## config.mk

```make
export PLATFORM = sky130hd
export DESIGN_NAME = sdram_bringup
export DESIGN_NICKNAME = d
export VERILOG_FILES = /design/src/rtl/sdram_bringup_pkg.sv /design/src/rtl/sdram_wait_timer.sv /design/src/rtl/sdram_cmd_encode.sv /design/src/rtl/sdram_bringup.sv
export SDC_FILE = /design/constraint.sdc
export NUM_CORES = 1
export LEC_CHECK = 0
export ABC_AREA = 0
export BUFFER_PORTS_ARGS = -buffer_cell sky130_fd_sc_hd__buf_2
export CAP_MARGIN = 20
export CORE_MARGIN = 3
export CORE_UTILIZATION = 55
export CTS_CLUSTER_DIAMETER = 40
export DETAILED_ROUTE_END_ITERATION = 8
export GPL_TIMING_DRIVEN = 0
export PLACE_DENSITY = 0.77
export SLEW_MARGIN = 30
export SYNTH_ARGS = -nofsm -noshare
export SYNTH_HDL_FRONTEND = slang
export SYNTH_SLANG_ARGS = --single-unit
```

## constraint.sdc

```tcl
create_clock -name clk -period 5.2 [get_ports clk]
set_clock_uncertainty 0.05 [all_clocks]
set_input_delay 0.52 -clock clk [delete_from_list [all_inputs] [get_ports clk]]
set_output_delay 0.52 -clock clk [all_outputs]
set_load 0.005 [all_outputs]
```

## src/rtl/sdram_bringup_pkg.sv

```systemverilog
package sdram_bringup_pkg;

    // Command codes, bit order {cs_n, ras_n, cas_n, we_n}
    typedef enum logic [3:0] {
        CMD_MRS = 4'b0000,
        CMD_REF = 4'b0001,
        CMD_PRE = 4'b0010,
        CMD_NOP = 4'b0111,
        CMD_INH = 4'b1111
    } cmd_e;

    // Bring-up steps
    typedef enum logic [3:0] {
        ST_IDLE  = 4'd0,
        ST_PWRUP = 4'd1,
        ST_PRE   = 4'd2,
        ST_RP    = 4'd3,
        ST_REF1  = 4'd4,
        ST_RFC1  = 4'd5,
        ST_REF2  = 4'd6,
        ST_RFC2  = 4'd7,
        ST_MRS   = 4'd8,
        ST_MRD   = 4'd9,
        ST_READY = 4'd10
    } step_e;

    // Bit of the address bus that selects all banks on a precharge
    localparam int ALL_BANKS_BIT = 10;

endpackage

```

## src/rtl/sdram_wait_timer.sv

```systemverilog
module sdram_wait_timer #(
    parameter int CNT_W = 16
) (
    input  logic             clk,
    input  logic             rst_n,
    input  logic             load,
    input  logic [CNT_W-1:0] load_val,
    output logic             expired
);
    logic [CNT_W-1:0] cnt_q;
    logic [CNT_W-1:0] cnt_d;

    always_comb begin
        cnt_d = cnt_q;
        if (load) begin
            cnt_d = load_val;
        end else if (cnt_q != '0) begin
            cnt_d = cnt_q - 1'b1;
        end
    end

    always_ff @(posedge clk or negedge rst_n) begin
        if (!rst_n) begin
            cnt_q <= '0;
        end else begin
            cnt_q <= cnt_d;
        end
    end

    assign expired = (cnt_q == '0);
endmodule

```

## src/rtl/sdram_cmd_encode.sv

```systemverilog
module sdram_cmd_encode
    import sdram_bringup_pkg::*;
#(
    parameter int              ADDR_W    = 12,
    parameter int              BA_W      = 2,
    parameter logic [ADDR_W-1:0] MODE_WORD = '0
) (
    input  step_e             step,
    output logic [3:0]        cmd,
    output logic [ADDR_W-1:0] addr,
    output logic [BA_W-1:0]   ba
);
    always_comb begin
        cmd  = CMD_NOP;
        addr = '0;
        ba   = '0;
        unique case (step)
            ST_IDLE: cmd = CMD_INH;
            ST_PRE: begin
                cmd                 = CMD_PRE;
                addr[ALL_BANKS_BIT] = 1'b1;
            end
            ST_REF1, ST_REF2: cmd = CMD_REF;
            ST_MRS: begin
                cmd  = CMD_MRS;
                addr = MODE_WORD;
            end
            default: cmd = CMD_NOP;
        endcase
    end
endmodule

```

## src/rtl/sdram_bringup.sv

```systemverilog
module sdram_bringup
    import sdram_bringup_pkg::*;
#(
    parameter int                ADDR_W    = 12,
    parameter int                BA_W      = 2,
    parameter int                PWRUP_CYC = 25000,
    parameter int                PRE_GAP   = 5,
    parameter int                REF_GAP   = 17,
    parameter int                MRD_GAP   = 2,
    parameter logic [ADDR_W-1:0] MODE_WORD = 12'h033
) (
    input  logic              clk,
    input  logic              rst_n,
    input  logic              clk_stable,
    output logic              cs_n,
    output logic              ras_n,
    output logic              cas_n,
    output logic              we_n,
    output logic [ADDR_W-1:0] addr,
    output logic [BA_W-1:0]   ba,
    output logic              ready
);
    localparam int MAX_GAP_A = (PRE_GAP > REF_GAP) ? PRE_GAP : REF_GAP;
    localparam int MAX_GAP_B = (MAX_GAP_A > MRD_GAP) ? MAX_GAP_A : MRD_GAP;
    localparam int MAX_CYC   = (MAX_GAP_B > PWRUP_CYC) ? MAX_GAP_B : PWRUP_CYC;
    localparam int CNT_W     = $clog2(MAX_CYC + 1);

    typedef struct packed {
        step_e             step;
        logic [3:0]        cmd;
        logic [ADDR_W-1:0] addr;
        logic [BA_W-1:0]   ba;
        logic              ready;
    } seq_t;

    seq_t seq_q;
    seq_t seq_d;

    logic             tmr_load;
    logic [CNT_W-1:0] tmr_val;
    logic             tmr_expired;

    logic [3:0]        enc_cmd;
    logic [ADDR_W-1:0] enc_addr;
    logic [BA_W-1:0]   enc_ba;
    step_e             next_step;

    sdram_wait_timer #(.CNT_W(CNT_W)) i_timer (
        .clk     (clk),
        .rst_n   (rst_n),
        .load    (tmr_load),
        .load_val(tmr_val),
        .expired (tmr_expired)
    );

    sdram_cmd_encode #(
        .ADDR_W   (ADDR_W),
        .BA_W     (BA_W),
        .MODE_WORD(MODE_WORD)
    ) i_encode (
        .step(next_step),
        .cmd (enc_cmd),
        .addr(enc_addr),
        .ba  (enc_ba)
    );

    // Step transitions
    always_comb begin
        next_step = seq_q.step;
        if (!clk_stable) begin
            next_step = ST_IDLE;
        end else begin
            unique case (seq_q.step)
                ST_IDLE:  next_step = ST_PWRUP;
                ST_PWRUP: if (tmr_expired) next_step = ST_PRE;
                ST_PRE:   next_step = ST_RP;
                ST_RP:    if (tmr_expired) next_step = ST_REF1;
                ST_REF1:  next_step = ST_RFC1;
                ST_RFC1:  if (tmr_expired) next_step = ST_REF2;
                ST_REF2:  next_step = ST_RFC2;
                ST_RFC2:  if (tmr_expired) next_step = ST_MRS;
                ST_MRS:   next_step = ST_MRD;
                ST_MRD:   if (tmr_expired) next_step = ST_READY;
                ST_READY: next_step = ST_READY;
                default:  next_step = ST_IDLE;
            endcase
        end
    end

    // Timer load on entry to a wait step, registered pin values
    always_comb begin
        tmr_load = 1'b0;
        tmr_val  = '0;
        if (next_step != seq_q.step) begin
            unique case (next_step)
                ST_PWRUP: begin tmr_load = 1'b1; tmr_val = CNT_W'(PWRUP_CYC - 1); end
                ST_RP:    begin tmr_load = 1'b1; tmr_val = CNT_W'(PRE_GAP - 2);   end
                ST_RFC1,
                ST_RFC2:  begin tmr_load = 1'b1; tmr_val = CNT_W'(REF_GAP - 2);   end
                ST_MRD:   begin tmr_load = 1'b1; tmr_val = CNT_W'(MRD_GAP - 2);   end
                default:  begin tmr_load = 1'b0; tmr_val = '0;                    end
            endcase
        end

        seq_d       = seq_q;
        seq_d.step  = next_step;
        seq_d.cmd   = enc_cmd;
        seq_d.addr  = enc_addr;
        seq_d.ba    = enc_ba;
        seq_d.ready = (next_step == ST_READY);
    end

    always_ff @(posedge clk or negedge rst_n) begin
        if (!rst_n) begin
            seq_q.step  <= ST_IDLE;
            seq_q.cmd   <= CMD_INH;
            seq_q.addr  <= '0;
            seq_q.ba    <= '0;
            seq_q.ready <= 1'b0;
        end else begin
            seq_q <= seq_d;
        end
    end

    assign {cs_n, ras_n, cas_n, we_n} = seq_q.cmd;
    assign addr  = seq_q.addr;
    assign ba    = seq_q.ba;
    assign ready = seq_q.ready;
endmodule

```

==> flow_summary.yaml, run 1 <==
clock_network:
  cts_buffer_depth: 2
  root_buffer: "clkbuf_4"
  clkSlewWorstSetupHoldPaths_ns: 0.16
  htree_levels: 1
  cts.sinks: 26
  post-cts-setup-buffer-count: 0
  clkLatencyLatePin_ns: 0.34
  numCtsBuffers: 3
  cts_hold_buf: 0
  cts_tree: "built"
  cts_resized: 0
route:
  num_vias: 1193
  dr.pass1.iters: 4
  drc_errors: 0
  ant_nets: 0
  vias_per_cell: 5.65
  drt_iter0_drc: 22
  wl_per_cell_um: 13.4
  drt_wl_total_um: 2830
job:
  cap_violations: 0
timing:
  rsz0062_at_grt: "no"
  fmax_mhz: 488
  final_hold_viol_count: 0
  worstMarginPinSlew_ns: 0.569
  finalCritPeriodShare_pct: 39.4
  whs_ns: 0.0972
  finalSetupViolCount: 0
  fin_ws_ns: 3.15
  slew_headroom_pct: 62.1
  tns_ns: 0
  maxSlewViolCount: 0
  min_period_ns: 2.05
floorplan:
  die-area_um2: 3380
  start_util_pct: 59.2
  fp-row-count: 18
  dieHeight_um: 58.1
  core_area_um2: 2520
  io-pin-count: 22
  die_w_um: 58.1
yosys:
  syn_inst: 157
  yosys.area.top_type_share_pct: 36.9
  synth.distinct_cells: 47
  syn_area_um2: 1490
  ys_seq_area_share_pct: 43.9
  synth_top_cell_by_area: "dfrtp_1"
  synth_edf_count: 0
  synthArstFlopShare_pct: 100
  synth_ff_type: "dfrtp_1"
  yosys-top-cells-count: "22 x dfrtp_1, 14 x buf_4, 12 x a21oi_1"
  synth.most_common_cell: "dfrtp_1"
  ys_seq_elements: 26
  synth_area_leaders: "dfrtp_1 37%, buf_4 7.0%, dfstp_2 7.0%"
  avgSynthCellArea_um2: 9.52
  synth_warnings: 0
placed_design:
  place_congestion: 0.822
  dp_slack_ns: 3.16
  dp_hpwl_um: 2100
  portBuffers: 12
critical_path:
  critPathLaunchType: "flip-flop"
  critPathSlowestCell: "dfrtp_1"
  path_class: "reg -> reg"
  crit_fanout: 10
  worst-path-buf-inv: 2
  ff2ff_setup_slack_ns: 3.15
  cpPeakStageDelay_ns: 0.44
  critPathCaptureType: "flip-flop"
  path_delay_family: "flip-flops"
  required_ns: 5.35
  cp_cell_sequence: "inv_1 -> ha_1 -> nor3b_1 -> nand4_1 -> buf_2 -> mux2i_1 -> a21oi_1"
  arrival_ns: 2.20
pwr:
  peakVddDrop_v: 0.000319
  finalPower_mw: 0.592
  power.leakage_nw: 0.745
  powerDensity_nw_per_um2: 354
final_layout:
  nets: 186
  area_delta_synth_final_pct: 12.1
  diodes: 0
  drive_gt1_share_pct: 24.9
  final.fill_count: 211
global_route:
  antenna_found_initial: 0
  grt_usage_pct: 19.2
  overflow: 0
  grt_pass1_wl_um: 5040
  grt_max_degree: 27
  grt_pass1_vias: 1125
hold_path:
  hp-class: "in -> async"
run_status:
  run_status: "finished, final reports clean"
stage by stage:
step                util [%]  instances  area (um^2)
global route            66.4        211         1670
global placement        64.3        207         1620
detailed placement      64.3        207         1620
CTS                     66.4        211         1670
floorplan                  -        165         1520
finish                  66.4        211         1670
routing by layer:
layer	vias to the layer above	part of all wire, %	global-route usage, %
li1	590	-	-
met1	569	48	27.2
met2	30	46	30.3
met3	4	4.7	2.00
met4	0	1.0	6.95
met5	-	0	0
state kept, by name (all words and copies together) (netlist names):
signal / cells
cas_n: 1
we_n: 1
seq_q: 4
cs_n: 1
addr: 2
ready: 1
i_timer.cnt_q: 15
ras_n: 1
power by group:
group | internal [mW] | switching [mW] | leakage, nW
Combinational | 0.0769 | 0.0837 | 0.392
Sequential | 0.236 | 0.0530 | 0.326
Clock | 0.0780 | 0.0638 | 0.0279
Total | 0.391 | 0.201 | 0.745
cells in the final DEF, fill, tap and decap left out, drive strengths merged, types with 2 or more instances in the layout:
cell    Yosys  layout
nand2b      6       6
inv         4       4
dfstp       4       4
dfrtp      22      22
o31ai       3       3
o21ai       8       8
nand3       2       2
nor4        5       5
and3        3       3
a21oi      12      12
nor3        8       8
conb        1       9
or3         6       6
nand2      10      10
nand4       2       2
nor2       10      10
xnor2       4       4
xor2        2       2
or4         2       2
o21a        2       2
clkbuf      5       8
buf        15      27
o211ai      2       2
a22oi       2       2
nor3b       2       2
worst paths after layout:
kind                                        from                to  cells past startpoint
worst min-delay path                       rst_n          addr[10]                      1
worst min register to register  i_timer.cnt_q[1]  i_timer.cnt_q[1]                      2
max in group asynchronous                  rst_n  i_timer.cnt_q[2]                      1
worst max register to register  i_timer.cnt_q[0]  i_timer.cnt_q[7]                      7
worst max-delay path            i_timer.cnt_q[0]  i_timer.cnt_q[7]                      7
min in group clk                      clk_stable              cs_n                      2
cells by family (layout without fill, tap and decap cells):
| logic type | after synthesis | in the layout | share of synthesized area (%) |
|---|---|---|---|
| AND/OR/NAND/NOR | 66 | 66 | 28.1 |
| AO/OA/AOI/OAI | 32 | 32 | 13.0 |
| flip-flops | 26 | 26 | 43.9 |
| buffers and inverters | 24 | 40 | 9.71 |
| XOR/XNOR | 6 | 6 | 3.52 |
| adder cells (fa/ha/maj) | 1 | 1 | 0.837 |
| other | 1 | 9 | 0.251 |
| multiplexers | 1 | 1 | 0.670 |
final cells by class:
| type | instances | area, um^2 | area share, % |
|---|---|---|---|
| Buffer | 20 | 130 | 7.77 |
| Clock buffer | 3 | 22.5 | 1.35 |
| Clock inverter | 1 | 30.0 | 1.79 |
| Inverter | 4 | 15.0 | 0.897 |
| Multi-Input combinational cell | 115 | 723 | 43.2 |
| Sequential cell | 26 | 656 | 39.2 |
| Tap cell | 30 | 37.5 | 2.24 |
| Timing Repair Buffer | 12 | 60.1 | 3.59 |
worst register-to-register path, cell delays in order (launching register included):
cell     delay, ns
dfrtp_1       0.44
inv_1         0.07
ha_1          0.25
nor3b_1       0.21
nand4_1       0.20
buf_2         0.25
mux2i_1       0.35
a21oi_1       0.10
No activity file was read; power rests on OpenSTA's default activity.
==> inputs of run 2 (changes only) <==
==> constraint.sdc (replaced) <==
create_clock -name clk -period 1.9 [get_ports clk]
set_clock_uncertainty 0.05 [all_clocks]
set_input_delay 0.19 -clock clk [delete_from_list [all_inputs] [get_ports clk]]
set_output_delay 0.19 -clock clk [all_outputs]
set_load 0.005 [all_outputs]
==> run 2 against run 1 <==
  * Sequential share of layout area fell by 4.1 points
  * Critical path depth fell by 2
  * Via count rose by 6.0%
  * Routed wire length rose by 16%
  * Worst hold slack got worse by 0.037 ns
  * Design area rose by 12%
  * Clock power rose to 2.7 times the previous value
  * Final cell count rose by 2.8%
  * Largest cell class unchanged
  * Largest power group unchanged
  * Highest routed layer unchanged
==> flow_summary.yaml, run 2 (synthesis results as in run 1) <==
job:
  cap_violations: 0
timing:
  finalCritPeriodShare_pct: 99.0
  rsz0062_at_grt: "yes"
  worstMarginPinSlew_ns: 0.572
  whs_ns: 0.0602
  slew_headroom_pct: 61.9
  tns_ns: 0
  final_hold_viol_count: 0
  maxSlewViolCount: 0
  fmax_mhz: 532
  min_period_ns: 1.88
  finalSetupViolCount: 0
  fin_ws_ns: 0.0191
pwr:
  finalPower_mw: 1.76
  peakVddDrop_v: 0.000950
  powerDensity_nw_per_um2: 941
  power.leakage_nw: 0.810
global_route:
  grt_max_degree: 27
  grt_pass1_wl_um: 5260
  overflow: 0
  antenna_found_initial: 0
  grt_pass1_vias: 1176
  grt_usage_pct: 20.0
final_layout:
  diodes: 0
  nets: 192
  final_util_pct: 74.2
  reg.largest.list: "i_timer.cnt_q x15, seq_q x4, addr x2"
  final_cell_mix: "22 x dfrtp_1, 18 x buf_4, 12 x buf_2"
  final_common_cell: "dfrtp_1"
  drive_gt1_share_pct: 37.4
  largest_register: "i_timer.cnt_q"
  largest_reg_flops: 15
  area_delta_synth_final_pct: 25.2
  final.fill_count: 179
placed_design:
  dp_slack_ns: -0.0924
  portBuffers: 12
  dp_hpwl_um: 2100
  place_congestion: 0.822
critical_path:
  cp_cell_sequence: "nor4_4 -> buf_4 -> nand4b_4 -> or4b_4 -> a21oi_2"
  critPathLaunchType: "flip-flop"
  critPathSlowestCell: "or4b_4"
  crit_fanout: 6
  path_class: "reg -> reg"
  required_ns: 2.11
  arrival_ns: 2.09
  cpPeakStageDelay_ns: 0.51
  critPathCaptureType: "flip-flop"
floorplan:
  core_area_um2: 2520
  io-pin-count: 22
  fp-row-count: 18
  die-area_um2: 3380
  dieHeight_um: 58.1
  start_util_pct: 59.2
  die_w_um: 58.1
clock_network:
  cts.sinks: 26
  numCtsBuffers: 3
  clkLatencyLatePin_ns: 0.33
  cts_buffer_depth: 2
  htree_levels: 1
  clkSlewWorstSetupHoldPaths_ns: 0.15
  root_buffer: "clkbuf_4"
  cts_tree: "built"
run_status:
  run_status: "finished, final reports clean"
route:
  vias_per_cell: 5.82
  ant_nets: 0
  wl_per_cell_um: 15.2
  drc_errors: 0
  drt_wl_total_um: 3290
  dr.pass1.iters: 4
  drt_iter0_drc: 33
  num_vias: 1264
hold_path:
  hp-class: "in -> reg"
run 2: final timing paths:
path | startpoint | endpoint | slack [ns] | cells past startpoint
max | i_timer.cnt_q[8] | i_timer.cnt_q[12] | 0.02 | 5
min | clk_stable | cs_n | 0.06 | 2
max in group asynchronous | rst_n | i_timer.cnt_q[5] | 1.09 | 2
min in group asynchronous | rst_n | addr[10] | 0.31 | 2
max reg2reg | i_timer.cnt_q[8] | i_timer.cnt_q[12] | 0.02 | 5
min reg2reg | i_timer.cnt_q[9] | i_timer.cnt_q[9] | 0.54 | 2
run 2: critical path, delay by kind of cell (launching register included):
kind                   cells  cell delay (ns)
flip-flops                 1             0.45
AO/OA/AOI/OAI              1             0.12
buffers and inverters      1             0.19
AND/OR/NAND/NOR            3             1.00
run 2: per-stage QoR:
step           instances  cell area (um^2)
4_1_cts              216              1730
3_5_place_dp         207              1620
2_1_floorplan        165              1520
3_3_place_gp         207              1620
5_1_grt              217              1870
6_report             217              1870
run 2: metal layers:
metal / global-route usage, % / up-vias / wire length, um
met4: 8.28 / 0 / 85
li1: - / 605 / -
met2: 32.3 / 40 / 1620
met5: 0 / - / 0
met3: 2.67 / 13 / 168
met1: 27.0 / 606 / 1420
run 2: area by class of cell:
cell class / instances / area [um^2] / area share [%]
Multi-Input combinational cell: 115 / 853 / 45.6
Buffer: 19 / 134 / 7.16
Timing Repair Buffer: 19 / 123 / 6.56
Inverter: 4 / 15.0 / 0.803
Clock buffer: 3 / 22.5 / 1.20
Sequential cell: 26 / 656 / 35.1
Tap cell: 30 / 37.5 / 2.01
Clock inverter: 1 / 30.0 / 1.61
run 2: repair_timing:
action | in CTS | in global routing
resized for setup | 5 | 25
hold buffers | 1 | 0
setup buffers | 4 | 2
pin swaps | 0 | 9
cloned | 0 | 0
setup endpoints to repair | 6 | 18
endpoints found under the hold margin | 22 | 0
run 2: where the power goes:
part | switching, mW | leakage [nW] | internal, mW
clock network | 0.171 | 0.0279 | 0.214
registers | 0.157 | 0.326 | 0.647
logic | 0.293 | 0.456 | 0.278
